==> src/rtl/irq_entry_pkg.sv <==
package irq_entry_pkg;
  typedef enum logic [1:0] {
    CSEL_STATUS  = 2'd0,
    CSEL_SAVED   = 2'd1,
    CSEL_ENABLE  = 2'd2,
    CSEL_PENDING = 2'd3
  } csel_e;
endpackage

==> src/rtl/irq_take_decide.sv <==
module irq_take_decide #(
  parameter int IRQ_W = 32
) (
  input  logic             gie,
  input  logic [IRQ_W-1:0] enable_q,
  input  logic [IRQ_W-1:0] irq_req,
  input  logic [IRQ_W-1:0] pending_q,
  output logic [IRQ_W-1:0] en_set,
  output logic             take
);
  always_comb begin
    en_set = enable_q & irq_req;
    take   = gie && (|en_set) && (en_set != pending_q);
  end
endmodule

==> src/rtl/irq_ctrl_regs.sv <==
module irq_ctrl_regs
  import irq_entry_pkg::*;
#(
  parameter int          DATA_W     = 32,
  parameter int          IRQ_W      = 32,
  parameter int          EH_BIT     = 22,
  parameter logic [31:0] STATUS_RST = 32'h0080_0000
) (
  input  logic              clk,
  input  logic              rst,
  input  logic              take,
  input  logic [IRQ_W-1:0]  en_set,
  input  logic              sw_wr_en,
  input  logic [1:0]        sw_wr_sel,
  input  logic [DATA_W-1:0] sw_wr_data,
  input  logic              sw_clr_en,
  input  logic [IRQ_W-1:0]  sw_clr_mask,
  output logic [DATA_W-1:0] status_q,
  output logic [DATA_W-1:0] saved_q,
  output logic [IRQ_W-1:0]  enable_q,
  output logic [IRQ_W-1:0]  pending_q,
  output logic              save_ok
);
  localparam logic [DATA_W-1:0] ST_RST = DATA_W'(STATUS_RST);

  csel_e sel;
  logic  wr_status, wr_saved, wr_enable, wr_pending;
  logic [IRQ_W-1:0] pend_next;

  always_comb begin
    sel        = csel_e'(sw_wr_sel);
    wr_status  = sw_wr_en && (sel == CSEL_STATUS);
    wr_saved   = sw_wr_en && (sel == CSEL_SAVED);
    wr_enable  = sw_wr_en && (sel == CSEL_ENABLE);
    wr_pending = sw_wr_en && (sel == CSEL_PENDING);
    save_ok    = ~status_q[EH_BIT];
  end

  for (genvar i = 0; i < IRQ_W; i++) begin : g_pend
    logic base;
    assign base         = wr_pending ? sw_wr_data[i] : pending_q[i];
    assign pend_next[i] = take ? (pending_q[i] | en_set[i])
                               : (base & ~(sw_clr_en & sw_clr_mask[i]));
  end

  always_ff @(posedge clk) begin
    if (rst) begin
      status_q  <= ST_RST;
      saved_q   <= '0;
      enable_q  <= '0;
      pending_q <= '0;
    end else begin
      if (take)           status_q <= {status_q[DATA_W-1:1], 1'b0};
      else if (wr_status) status_q <= sw_wr_data;

      if (take && save_ok) saved_q <= status_q;
      else if (wr_saved)   saved_q <= sw_wr_data;

      if (wr_enable) enable_q <= sw_wr_data[IRQ_W-1:0];

      pending_q <= pend_next;
    end
  end
endmodule

==> src/rtl/irq_redirect_out.sv <==
module irq_redirect_out #(
  parameter int          DATA_W       = 32,
  parameter logic [31:0] HANDLER_ADDR = 32'h0000_0020
) (
  input  logic              clk,
  input  logic              rst,
  input  logic              take,
  input  logic              save_ok,
  input  logic [DATA_W-1:0] pc,
  output logic              redirect,
  output logic [DATA_W-1:0] redirect_pc,
  output logic              ea_wr_en,
  output logic [DATA_W-1:0] ea_wr_data
);
  localparam logic [DATA_W-1:0] TARGET = DATA_W'(HANDLER_ADDR);
  localparam logic [DATA_W-1:0] STEP   = DATA_W'(4);

  always_ff @(posedge clk) begin
    if (rst) begin
      redirect    <= 1'b0;
      redirect_pc <= '0;
      ea_wr_en    <= 1'b0;
      ea_wr_data  <= '0;
    end else begin
      redirect    <= take;
      redirect_pc <= take ? TARGET : '0;
      ea_wr_en    <= take && save_ok;
      ea_wr_data  <= (take && save_ok) ? (pc + STEP) : '0;
    end
  end
endmodule

==> src/rtl/irq_entry_ctrl.sv <==
module irq_entry_ctrl #(
  parameter int          DATA_W       = 32,
  parameter int          IRQ_W        = 32,
  parameter int          EH_BIT       = 22,
  parameter logic [31:0] STATUS_RST   = 32'h0080_0000,
  parameter logic [31:0] HANDLER_ADDR = 32'h0000_0020
) (
  input  logic              clk,
  input  logic              rst,
  input  logic [IRQ_W-1:0]  irq_req,
  input  logic [DATA_W-1:0] pc,
  input  logic              sw_wr_en,
  input  logic [1:0]        sw_wr_sel,
  input  logic [DATA_W-1:0] sw_wr_data,
  input  logic              sw_clr_en,
  input  logic [IRQ_W-1:0]  sw_clr_mask,
  output logic [DATA_W-1:0] status_q,
  output logic [DATA_W-1:0] saved_status_q,
  output logic [IRQ_W-1:0]  enable_q,
  output logic [IRQ_W-1:0]  pending_q,
  output logic              redirect,
  output logic [DATA_W-1:0] redirect_pc,
  output logic              ea_wr_en,
  output logic [DATA_W-1:0] ea_wr_data
);
  logic [IRQ_W-1:0] en_set;
  logic             take;
  logic             save_ok;

  irq_take_decide #(.IRQ_W(IRQ_W)) u_decide (
    .gie       (status_q[0]),
    .enable_q  (enable_q),
    .irq_req   (irq_req),
    .pending_q (pending_q),
    .en_set    (en_set),
    .take      (take)
  );

  irq_ctrl_regs #(
    .DATA_W(DATA_W), .IRQ_W(IRQ_W), .EH_BIT(EH_BIT), .STATUS_RST(STATUS_RST)
  ) u_regs (
    .clk         (clk),
    .rst         (rst),
    .take        (take),
    .en_set      (en_set),
    .sw_wr_en    (sw_wr_en),
    .sw_wr_sel   (sw_wr_sel),
    .sw_wr_data  (sw_wr_data),
    .sw_clr_en   (sw_clr_en),
    .sw_clr_mask (sw_clr_mask),
    .status_q    (status_q),
    .saved_q     (saved_status_q),
    .enable_q    (enable_q),
    .pending_q   (pending_q),
    .save_ok     (save_ok)
  );

  irq_redirect_out #(.DATA_W(DATA_W), .HANDLER_ADDR(HANDLER_ADDR)) u_out (
    .clk         (clk),
    .rst         (rst),
    .take        (take),
    .save_ok     (save_ok),
    .pc          (pc),
    .redirect    (redirect),
    .redirect_pc (redirect_pc),
    .ea_wr_en    (ea_wr_en),
    .ea_wr_data  (ea_wr_data)
  );
endmodule

==> config.mk <==
export PLATFORM = sky130hd
export DESIGN_NAME = irq_entry_ctrl
export DESIGN_NICKNAME = d
export VERILOG_FILES = /design/src/rtl/irq_entry_pkg.sv /design/src/rtl/irq_take_decide.sv /design/src/rtl/irq_ctrl_regs.sv /design/src/rtl/irq_redirect_out.sv /design/src/rtl/irq_entry_ctrl.sv
export SDC_FILE = /design/constraint.sdc
export NUM_CORES = 1
export LEC_CHECK = 0
export BUFFER_PORTS_ARGS = -buffer_cell sky130_fd_sc_hd__buf_2
export CAP_MARGIN = 15
export CELL_PAD_IN_SITES_DETAIL_PLACEMENT = 0
export CELL_PAD_IN_SITES_GLOBAL_PLACEMENT = 2
export CORE_ASPECT_RATIO = 1.2
export CORE_UTILIZATION = 31
export CTS_BUF_LIST = sky130_fd_sc_hd__clkbuf_4
export DETAILED_ROUTE_END_ITERATION = 8
export HOLD_SLACK_MARGIN = 0.02
export MAX_ROUTING_LAYER = met4
export PLACE_DENSITY_LB_ADDON = 0.1
export SETUP_SLACK_MARGIN = 0.5
export SLEW_MARGIN = 30
export SYNTH_ARGS = -nofsm -noshare
export SYNTH_HDL_FRONTEND = slang
export SYNTH_SLANG_ARGS = --single-unit
==> constraint.sdc <==
create_clock -name clk -period 5.3 [get_ports clk]
set_input_delay 0.53 -clock clk [delete_from_list [all_inputs] [get_ports clk]]
set_output_delay 0.53 -clock clk [all_outputs]
set_load 0.005 [all_outputs]
==> out/summary.txt <==
worst stage delay on the critical path - 0.49 ns
dpl ws - 1.59 ns
Final Util - 38.8%
worst-path fanout max - 41
Post-synth EDFFs - 0
RSZ-0062 raised after global routing - no
Yosys top cell area share - 39.6%
Synth warnings - 0
period utilization - 65.7%
DRC Markers - 0
Worst Path Arrival - 3.95 ns
commonest non-fill, non-tap cell in the layout - buf_2
Fill cells - 2763
max_slew headroom - 43.5%
DIE WIDTH - 150 µm
share of post-route cells with drive strength above 1 - 34.2%
antenna violation net count after detailed routing - 0
number of distinct library cells after synthesis - 40
Crit. End Element - flop
Synth area leaders - dfxtp_1, mux2i_1, mux2_4, ha_1, nand2_1
ys flop type - dfxtp_1
most frequent cells in the layout - buf_2, dfxtp_1, nand2_1, nor2_1, mux2i_1
drt total wl - 26300 µm
outcome - finished clean
Post-Syn Area - 8200 µm²
Post-CTS Setup Inserts - 0
antenna violations before repair - 3
largest net degree at the start of global routing - 66
global-route wire length before repair - 39600 µm
hpwl dp - 19100 µm
TritonRoute pass-1 iters - 5
Worst Setup Start Kind - flop
worst vdd ir - 103 µV
post-layout worst setup margin - 1.82 ns
sequential area share after synthesis - 39.6%
CTS Buffer Depth - 2
vias post-DR - 7007
#FFs+latches synth - 162
Worst Path Required - 5.77 ns
area leader, netlist - dfxtp_1
cts repair resizes - 0
Placer Congestion - 0.784
GRT overflow - 0
I/O Pins - 328
All-Layer GR Usage - 19.6%
First DRT Iteration DRCs - 217
Sum Neg Setup Slack - 0 ns
Clock Latency Late Sink - 0.56 ns
die span in y - 180 µm
port bufs - 296
nets@finish - 1332
Post-CTS Hold Buffers - 0
Min Hold Slack - 0.196 ns
Clock Skew - 0.0322 ns
power per cell area - 241 nW/µm²
DR vias/cell - 4.64
syn_area_per_cell - 9.10 µm²
highest clock rate - 0.287 GHz
asr flop ratio synth - 0%
# rows - 64
root buffer cell - clkbuf_4
crit-path cells - nand2_1 -> ha_1 -> nor4_1 -> nand4_1 -> o21a_1 -> o21a_4 -> nor2b_4 -> buf_4 -> mux2i_1
total CTS buffers - 17
placeable core area - 25700 µm²
Clock Sinks - 162
vias in the first global route - 6883
Max-Cap Viols - 0
Critical-path top delay cell - buf_4
Worst-Margin Slew - 0.844 ns
Setup Viol. Count Final - 0
H-tree level count - 4
DIE AREA - 27100 µm²
Initial Util - 31.9%
Final Hold Vio Count - 0
drt wl/cell - 17.4 µm
Tmin final - 3.48 ns
clock transition at the registers of the reported paths - 0.15 ns
WS Path Type - flop to flop
HP Class - input pin to flop
max-slew violation total from the final report - 0
Mapped Cells - 901
Leak - 0.00476 µW
CTS tree - done
area grow syn2layout - 21.8%
## cell type report
class	count	area (µm²)	area share (%)
clock inverter	14	121	1.22
timing repair buffer	303	1540	15.4
tap	330	413	4.14
antenna	3	7.51	0.0752
sequential	162	3240	32.5
multi-input combinational	644	4400	44.0
inverter	37	139	1.39
clock buffer	17	128	1.28
## worst paths after layout
| kind | from | endpoint | slack (ns) | cells after the start |
|---|---|---|---|---|
| worst max-delay path | u_regs.enable_q[6] | u_regs.status_q[19] | 1.82 | 9 |
| worst min-delay path | pc[1] | u_out.ea_wr_data[1] | 0.20 | 2 |
| worst max register to register | u_regs.enable_q[6] | u_regs.status_q[19] | 1.82 | 9 |
| worst min register to register | u_regs.enable_q[5] | u_regs.enable_q[5] | 0.48 | 2 |
## cells in the mapped netlist (2+ instances only)
cell type,count
nor2_1,99
inv_1,36
a221o_1,31
xor2_1,18
mux2_4,31
nand2b_1,60
buf_8,3
buf_4,39
xnor2_1,10
a21oi_1,33
nand4_1,13
a211oi_1,31
nor3_1,3
clkbuf_1,36
buf_6,4
nor4_1,10
nand3b_1,2
nor2_2,29
dfxtp_1,162
buf_1,2
nand2_1,101
buf_2,4
ha_1,33
nand3_1,19
and3_1,12
or4_4,2
mux2i_1,65
## metal layers
layer | vias up | wire length, µm | track usage, %
li1 | 3526 | - | -
met4 | 0 | 419 | 5.25
met3 | 19 | 1720 | 4.78
met2 | 230 | 12700 | 32.7
met1 | 3232 | 11400 | 23.2
met5 | - | 0 | -
## report_power, final
part           switching [µW]  internal (µW)
Sequential               27.6           1260
Combinational             215            181
Clock                     514            202
## sequential cells by signal, indices dropped and copies added (netlist names)
| signal | cells |
|---|---|
| u_regs.saved_q | 32 |
| u_regs.enable_q | 32 |
| u_regs.status_q | 32 |
| u_out.redirect_pc | 1 |
| u_out.ea_wr_en | 1 |
| u_regs.pending_q | 32 |
| u_out.ea_wr_data | 32 |
## cells by family (layout without fill, tap and decap cells)
| group | count (synthesis) | in the layout | synth area share, % |
|---|---|---|---|
| other cells | 1 | 34 | 0.0457 |
| xor+xnor | 28 | 28 | 2.99 |
| simple gates | 357 | 357 | 21.1 |
| buf+inv | 125 | 371 | 8.35 |
| fa+ha+maj | 33 | 33 | 5.04 |
| compound gates | 99 | 99 | 9.28 |
| flops | 162 | 162 | 39.6 |
| mux | 96 | 96 | 13.6 |
## through the flow
stage                     std cells  total power [µW]  cell area [µm²]
after global placement         1476              1720             9730
final                          1510              2400             9980
after floorplan                 931              1560             8310
after global routing           1510              2540             9980
after detailed placement       1476              1720             9730
after CTS                      1507              2460             9980
## critical path: cells and delay by family (launching register included)
family,cells,cell delay (ns)
simple gates,4,1.24
compound gates,2,0.69
buf+inv,1,0.49
flops,1,0.39
fa+ha+maj,1,0.32
mux,1,0.24
(Power assumes the default switching activity.)
